### src/rtl/dsel_sram_pkg.sv
`timescale 1ns/1ps
package dsel_sram_pkg;
   typedef enum logic [1:0] {
      MODE_IDLE  = 2'd0,
      MODE_READ  = 2'd1,
      MODE_WRITE = 2'd2
   } dsel_mode_t;
endpackage

### src/rtl/dsel_mode_decode.sv
`timescale 1ns/1ps
module dsel_mode_decode
   import dsel_sram_pkg::*;
(
   input  logic       sel_n,
   input  logic       sel,
   input  logic       mute,
   input  logic       rd_wr,
   output dsel_mode_t mode,
   output logic       wr_go,
   output logic       drive_on,
   output logic       echo_din
);
   logic chosen;

   always_comb begin
      chosen = ~sel_n & sel;
      if (!chosen)
         mode = MODE_IDLE;
      else if (rd_wr)
         mode = MODE_READ;
      else
         mode = MODE_WRITE;
   end

   always_comb begin
      wr_go    = (mode == MODE_WRITE);
      drive_on = (mode != MODE_IDLE) && !mute;
      echo_din = (mode == MODE_WRITE);
   end
endmodule

### src/rtl/dsel_store.sv
`timescale 1ns/1ps
module dsel_store #(
   parameter int ADDR_W         = 8,
   parameter int DATA_W         = 4,
   parameter bit CLEAR_ON_RESET = 1'b1
) (
   input  logic              clk,
   input  logic              rst_n,
   input  logic              wr_go,
   input  logic [ADDR_W-1:0] addr,
   input  logic [DATA_W-1:0] din,
   output logic [DATA_W-1:0] rd_data
);
   localparam int DEPTH = 1 << ADDR_W;

   logic [DATA_W-1:0] cells [DEPTH];

   generate
      if (CLEAR_ON_RESET) begin : g_clear
         always_ff @(posedge clk or negedge rst_n) begin
            if (!rst_n) begin
               for (int i = 0; i < DEPTH; i++) cells[i] <= '0;
            end else if (wr_go) begin
               cells[addr] <= din;
            end
         end
      end else begin : g_plain
         always_ff @(posedge clk) begin
            if (wr_go) cells[addr] <= din;
         end
      end
   endgenerate

   assign rd_data = cells[addr];
endmodule

### src/rtl/dsel_out_stage.sv
`timescale 1ns/1ps
module dsel_out_stage #(
   parameter int DATA_W = 4
) (
   input  logic              drive_on,
   input  logic              echo_din,
   input  logic [DATA_W-1:0] din,
   input  logic [DATA_W-1:0] rd_data,
   output logic [DATA_W-1:0] dout,
   output logic              dout_en
);
   always_comb begin
      dout_en = drive_on;
      if (!drive_on)
         dout = '0;
      else if (echo_din)
         dout = din;
      else
         dout = rd_data;
   end
endmodule

### src/rtl/dsel_sram.sv
`timescale 1ns/1ps
module dsel_sram
   import dsel_sram_pkg::*;
#(
   parameter int ADDR_W         = 8,
   parameter int DATA_W         = 4,
   parameter bit CLEAR_ON_RESET = 1'b1
) (
   input  logic              clk,
   input  logic              rst_n,
   input  logic [ADDR_W-1:0] addr,
   input  logic [DATA_W-1:0] din,
   input  logic              sel_n,
   input  logic              sel,
   input  logic              mute,
   input  logic              rd_wr,
   output logic [DATA_W-1:0] dout,
   output logic              dout_en
);
   generate
      if (ADDR_W < 1 || ADDR_W > 12) begin : g_bad_addr
         $error("dsel_sram: ADDR_W must lie in 1..12");
      end
      if (DATA_W < 1) begin : g_bad_data
         $error("dsel_sram: DATA_W must be at least 1");
      end
   endgenerate

   dsel_mode_t        mode;
   logic              wr_go;
   logic              drive_on;
   logic              echo_din;
   logic [DATA_W-1:0] rd_data;

   dsel_mode_decode u_decode (
      .sel_n   (sel_n),
      .sel     (sel),
      .mute    (mute),
      .rd_wr   (rd_wr),
      .mode    (mode),
      .wr_go   (wr_go),
      .drive_on(drive_on),
      .echo_din(echo_din)
   );

   dsel_store #(
      .ADDR_W        (ADDR_W),
      .DATA_W        (DATA_W),
      .CLEAR_ON_RESET(CLEAR_ON_RESET)
   ) u_store (
      .clk    (clk),
      .rst_n  (rst_n),
      .wr_go  (wr_go),
      .addr   (addr),
      .din    (din),
      .rd_data(rd_data)
   );

   dsel_out_stage #(
      .DATA_W(DATA_W)
   ) u_out (
      .drive_on(drive_on),
      .echo_din(echo_din),
      .din     (din),
      .rd_data (rd_data),
      .dout    (dout),
      .dout_en (dout_en)
   );
endmodule

### config.mk
export PLATFORM = sky130hd
export DESIGN_NAME = dsel_sram
export DESIGN_NICKNAME = d
export VERILOG_FILES = /design/src/rtl/dsel_sram_pkg.sv /design/src/rtl/dsel_mode_decode.sv /design/src/rtl/dsel_store.sv /design/src/rtl/dsel_out_stage.sv /design/src/rtl/dsel_sram.sv
export SDC_FILE = /design/constraint.sdc
export NUM_CORES = 1
export LEC_CHECK = 0
export BUFFER_PORTS_ARGS = -buffer_cell sky130_fd_sc_hd__clkbuf_2
export CORE_ASPECT_RATIO = 0.7
export CORE_MARGIN = 5
export CORE_UTILIZATION = 55
export DETAILED_ROUTE_END_ITERATION = 7
export GPL_TIMING_DRIVEN = 0
export PLACE_DENSITY = 0.71
export SYNTH_ARGS = -nofsm -noshare
export SYNTH_HDL_FRONTEND = slang
export SYNTH_SLANG_ARGS = --single-unit
### constraint.sdc
create_clock -name clk -period 4.3 [get_ports clk]
set_input_delay 0.86 -clock clk [delete_from_list [all_inputs] [get_ports clk]]
set_output_delay 0.86 -clock clk [all_outputs]
set_load 0.005 [all_outputs]
==> results.toml, run 1 <==
[run_status]
outcome = "complete, but fails checks"
violations = "max-capacitance violations, max-slew violations, negative setup slack"

[critical_path]
r2r-start = "u_store.cells[382]"
cp_slowest_cell = "nor3b_2"
cp_cell_sequence = "clkbuf_2 > nor3b_2 > nand3_1 > nor3_2 > buf_2 > nand2_1 > mux2_2"
critPathLaunchType = "input port"
crit_path_end_kind = "flop"
worst_r2r_path_depth = 1
cp_max_fo = 10
path_delay_family = "simple AND/OR/NAND/NOR gates"
worst-setup-path-type = "in -> reg"
max_stage_delay_ns = 1.10
regToRegSetupSlack_ns = 3.44
cp.arrival_ns = 4.94
r2r_end = "u_store.cells[382]"
required_ns = 4.85
worst-path-buf-inv = 2

[power]
p_leak_nw = 25.2
power_mw = 20.1
powerDensity_mw_per_mm2 = 377
vdd_drop_max_mv = 0.406

[timing]
worst_pin_slew_ns = 1.52
fmax_mhz = 228
final_hold_viol_count = 0
setup_viol = 91
timing.final.crit_share_pct = 102
setup_ws_ns = -0.0941
finalHoldWorstSlack_ns = 0.223
relSlewSlack_pct = -1.58
rsz0062_at_grt = "no"
drv_slew = 11
clock_skew_ns = 0
post-route-min-period_ns = 4.39

[clock_network]
cts_tree = "built"
cts_max_level = 3
cts_root_buf = "clkbuf_16"
insertion_delay_ns = 0.67
cts-buffers-inserted = 97
clkSinkCount = 1024
clockBufferDepth = 3
clk_pin_slew_ns = 0.07
ctsHoldBuffers = 0

[global_routing]
grt_max_degree = 119
grt_pass1_vias = 31400
antenna_found_initial = 9
grt_usage_pct = 34.7
grt_remaining_overflow = 0
grt_pass1_wl_um = 227000

[synthesis]
syn_area_mm2 = 0.0472
ys_warn_count = 0
netlist_instances = 3108
synth_edf_count = 0
ys_types = 54
ys_async_sr_fraction_pct = 100
synth.most_common_cell = "mux2_2"
avgSynthCellArea_um2 = 15.2
synth_area_leaders = "dfrtp_1 (54%), mux2_2 (25%), mux4_2 (12%)"
synthTopCellsByCount = "mux2_2 (1027), dfrtp_1 (1024), mux4_2 (252)"
synth_nets = 3126
synth_top_area_share_pct = 54.3
synth-seq-cells = 1024
yosysTopAreaCell = "dfrtp_1"
synthFlopType = "dfrtp_1"
seq_area_frac_synth_pct = 54.3

[detailed_routing]
avgRoutedWirePerCell_um = 35.5
drtAntennaViolNets = 0
via_per_inst = 6.85
drtIter0Drc = 3748
drcViolationCount = 0
vias = 30600
routed_wl_um = 158000
firstDrtPassIters = 6

[finish]
finalNetCount = 3273
largest_reg_flops = 1024
largestRegisters = "u_store.cells x1024"
syn2layout_area_growth_pct = 13.3
layout-drive-gt1-share_pct = 50.1
top_register = "u_store.cells"

[min_path]
hold_class = "in -> async"

[floorplanning]
start_util_pct = 55.8
io_pins = 23
fp.coreArea_mm2 = 0.0846
rows = 89
dieArea_mm2 = 0.0918
die_h_um = 255
fp.dieW_um = 360

[run]
maxCapViolCount = 2

[placed_design]
dp_hpwl_um = 113000
place_congestion = 0.980
place.port_buffers = 17
[cell type report]
class / count / area (um2)
well taps: 1137 / 1420
clock buffers: 129 / 2790
inverters: 3 / 12.5
fillers: 6110 / 31200
clock inverters: 43 / 437
repair buffers: 49 / 581
diodes: 1 / 2.50
flip-flops and latches: 1024 / 25600
plain buffers: 226 / 1750
multi-input cells: 1854 / 20800
[report_power, final]
group / internal, mW / switching [mW] / leakage [nW] / total, mW
combinational: 0.471 / 0.977 / 9.31 / 1.45
clock: 5.03 / 3.81 / 1.61 / 8.84
sequential: 9.77 / 0.0779 / 14.3 / 9.85
total: 15.3 / 4.86 / 25.2 / 20.1
[worst max path at each step]
stage / startpoint / to / slack [ns] / cells after the start
final: rd_wr / u_store.cells[862] / -0.09 / 7
after global routing: addr[1] / dout[0] / 0.0004 / 9
after CTS: addr[1] / dout[3] / -0.009 / 11
after detailed placement: addr[1] / dout[0] / -1.53 / 10
after global placement: rst_n / u_store.cells[231] / -20.67 / 1
after floorplan: addr[0] / dout[2] / 0.78 / 9
[routing by layer]
metal	global-route usage, %	up-vias	share of wire (%)
li1	-	11900	-
met1	49.9	16500	40
met2	46.7	1846	41
met3	16.6	354	15
met4	11.3	8	3.7
met5	0	-	0.028
[metrics by stage]
step,area (um2),util [%],setup slack (ns),instances,TNS (ns)
3_3_place_gp,48700,57.5,-20.67,4262,-
5_1_grt,53500,63.2,0.000410,4465,0
6_report,53500,63.2,-0.0941,4466,-3.84
3_5_place_dp,48900,57.8,-1.53,4271,-63.14
2_1_floorplan,47200,-,0.784,3108,0
4_1_cts,52900,62.4,-0.00930,4444,-0.0265
[kinds of logic after synthesis]
kind of cell | after synthesis | synth area share, %
multiplexers | 1315 | 37.5
flip-flops | 1024 | 54.3
AND/OR/NAND/NOR | 370 | 3.30
buffers and inverters | 230 | 2.33
AO/OA/AOI/OAI | 169 | 2.54
[cell usage in the layout, fill, tap and decap left out, types with 7 or more instances in the layout]
master	n
buf_4	24
nor2_1	150
o22a_1	7
clkinv_2	29
buf_2	18
mux2i_1	23
clkbuf_1	133
a22oi_1	72
bufinv_16	8
mux2_2	1027
buf_12	24
clkbuf_2	31
clkbuf_8	17
mux4_2	255
a22oi_2	17
nor2_2	8
clkbuf_16	103
clkbuf_4	9
a21oi_1	35
nand2_1	151
buf_6	14
nand3_1	17
buf_16	18
buf_8	12
dfrtp_1	1024
[repair_timing]
item                                    CTS  global route
endpoints found under the setup margin    4             4
cloned                                    0             2
buffers inserted                          2            19
endpoints found under the hold margin     0             0
pin swaps                                 9            21
resized for setup                       177            99
No activity file was read; power rests on OpenSTA's default activity.
==> inputs of run 2 (changes only) <==
--- a/config.mk
+++ b/config.mk
@@ -12,6 +12,7 @@
 export DETAILED_ROUTE_END_ITERATION = 7
 export GPL_TIMING_DRIVEN = 0
 export PLACE_DENSITY = 0.71
+export SETUP_SLACK_MARGIN = 0.02
 export SYNTH_ARGS = -nofsm -noshare
 export SYNTH_HDL_FRONTEND = slang
 export SYNTH_SLANG_ARGS = --single-unit
==> run 2 against run 1 <==
Effect of this change: the run still ends with max-capacitance violations, max-slew violations, negative setup slack left; wire length grew 0.38%; first-iteration DRC count grew 9.4%; largest power group unchanged; clock skew is the same; power grew 0.12%.
==> results.toml, run 2 (synthesis results as in run 1) <==
[timing]
finalSetupTns_ns = -9.92
post-route-min-period_ns = 4.49
setup_viol = 109
timing.final.crit_share_pct = 104
setup_ws_ns = -0.185
rsz0062_at_grt = "yes"
finalHoldWorstSlack_ns = 0.221
final_hold_viol_count = 0
drv_slew = 11
fmax_mhz = 223
clock_skew_ns = 0
relSlewSlack_pct = -3.02
worst_pin_slew_ns = 1.55

[run_status]
outcome = "complete, but fails checks"
violations = "max-capacitance violations, max-slew violations, negative setup slack"

[critical_path]
cp-startpoint = "rd_wr"
critPathLaunchType = "input port"
crit_path_end_kind = "flop"
cp_max_fo = 10
r2r-start = "u_store.cells[382]"
worst-setup-path-type = "in -> reg"
required_ns = 4.84
cp.arrival_ns = 5.02

[power]
power_mw = 20.2
p_leak_nw = 25.3
combPwrFrac_pct = 7.3
p_sw_mw = 4.87
p_seq_share_pct = 48.9
p_int_mw = 15.3
vdd_drop_max_mv = 0.407
powerDensity_mw_per_mm2 = 376
p_clk_share_pct = 43.9
swShare_pct = 24.2

[finish]
largestRegisters = "u_store.cells x1024"
final_core_util_pct = 63.4
layout-drive-gt1-share_pct = 50.2
layout_common_cells = "mux2_2 (1027), dfrtp_1 (1024), mux4_2 (255)"
finalNetCount = 3283
top_register = "u_store.cells"
final_common_cell = "mux2_2"
largest_reg_flops = 1024
syn2layout_area_growth_pct = 13.7

[clock_network]
cts_root_buf = "clkbuf_16"
clkSinkCount = 1024
cts-buffers-inserted = 97
clk_pin_slew_ns = 0.07
ctsHoldBuffers = 0
cts_tree = "built"
clockBufferDepth = 3
cts_max_level = 3
insertion_delay_ns = 0.67

[detailed_routing]
drtIter0Drc = 4101
via_per_inst = 6.82
routed_wl_um = 159000
drtAntennaViolNets = 0
drcViolationCount = 0
avgRoutedWirePerCell_um = 35.5
firstDrtPassIters = 6
vias = 30600

[global_routing]
grt_usage_pct = 34.7
grt_max_degree = 119
grt_util_met3_pct = 16.8
busiest_layer = "met1"
grt_use_met1_pct = 49.7
grt_remaining_overflow = 0
grt_use_met2_pct = 46.9
antenna_found_initial = 8
grt_pass1_vias = 31400
grt_pass1_wl_um = 228000

[placed_design]
dp_hpwl_um = 113000
dp_slack_ns = -1.53
place.port_buffers = 17
place_congestion = 0.980

[floorplanning]
dieArea_mm2 = 0.0918
start_util_pct = 55.8
fp.dieW_um = 360
die_h_um = 255
rows = 89
io_pins = 23
fp.coreArea_mm2 = 0.0846

[min_path]
hold_class = "in -> async"

[run]
maxCapViolCount = 2
-- run 2: cell types whose count changed in the layout (fill, tap and decap cells not counted), sizes merged --
cell    delta
clkbuf     -2
diode      +1
buf       +12
-- run 2: power by group through the flow --
stage | Combinational, mW | Sequential, mW | Clock [mW]
after floorplan | 0.624 | 10.0 | 0
after global placement | 1.22 | 10.0 | 0
after detailed placement | 1.29 | 10.0 | 0
after CTS | 1.36 | 9.85 | 8.88
after global routing | 1.53 | 9.86 | 9.29
final | 1.47 | 9.85 | 8.84
-- run 2: critical path, stage by stage --
cell and delay, ns:
clkbuf_2 0.18, nor3b_2 1.14, nand3_1 0.40, nor2_1 1.07
buf_2 0.63, nand2_1 0.31, mux2_2 0.38
-- run 2: path summary, 6_finish.rpt --
check / endpoint / slack [ns] / cells after the start
max: u_store.cells[265] / -0.19 / 7
min: u_store.cells[525] / 0.22 / 1
max reg2reg: u_store.cells[382] / 3.44 / 1
min reg2reg: u_store.cells[410] / 0.50 / 1
max in group asynchronous: u_store.cells[235] / 1.43 / 5
min in group clk: u_store.cells[410] / 0.50 / 1
-- run 2: final cells by class --
class                           instances  area (um2)
Antenna cell                            2        5.00
Buffer                                226        1780
Clock buffer                          129        2790
Clock inverter                         43         437
Fill cell                            6074       31000
Inverter                                3        12.5
Multi-Input combinational cell       1854       20800
Sequential cell                      1024       25600
Tap cell                             1137        1420
Timing Repair Buffer                   59         714
-- run 2: timing repair --
action / CTS / global route
pin swaps: 10 / 20
gates cloned: 0 / 3
setup buffers: 2 / 28
endpoints found under the setup margin: 4 / 4
endpoints found under the hold margin: 0 / 0
gates resized for setup: 182 / 101
-- run 2: per-stage QoR --
step	instances	area [um2]
floorplan	3108	47200
global placement	4262	48700
detailed placement	4271	48900
CTS	4444	52900
global route	4475	53600
finish	4477	53600
-- run 2: metal layers --
metal  part of all wire, %  vias up
li1                      -    11900
met1                    41    16500
met2                    41     1835
met3                    15      314
met4                   3.4        6
met5                 0.022        -
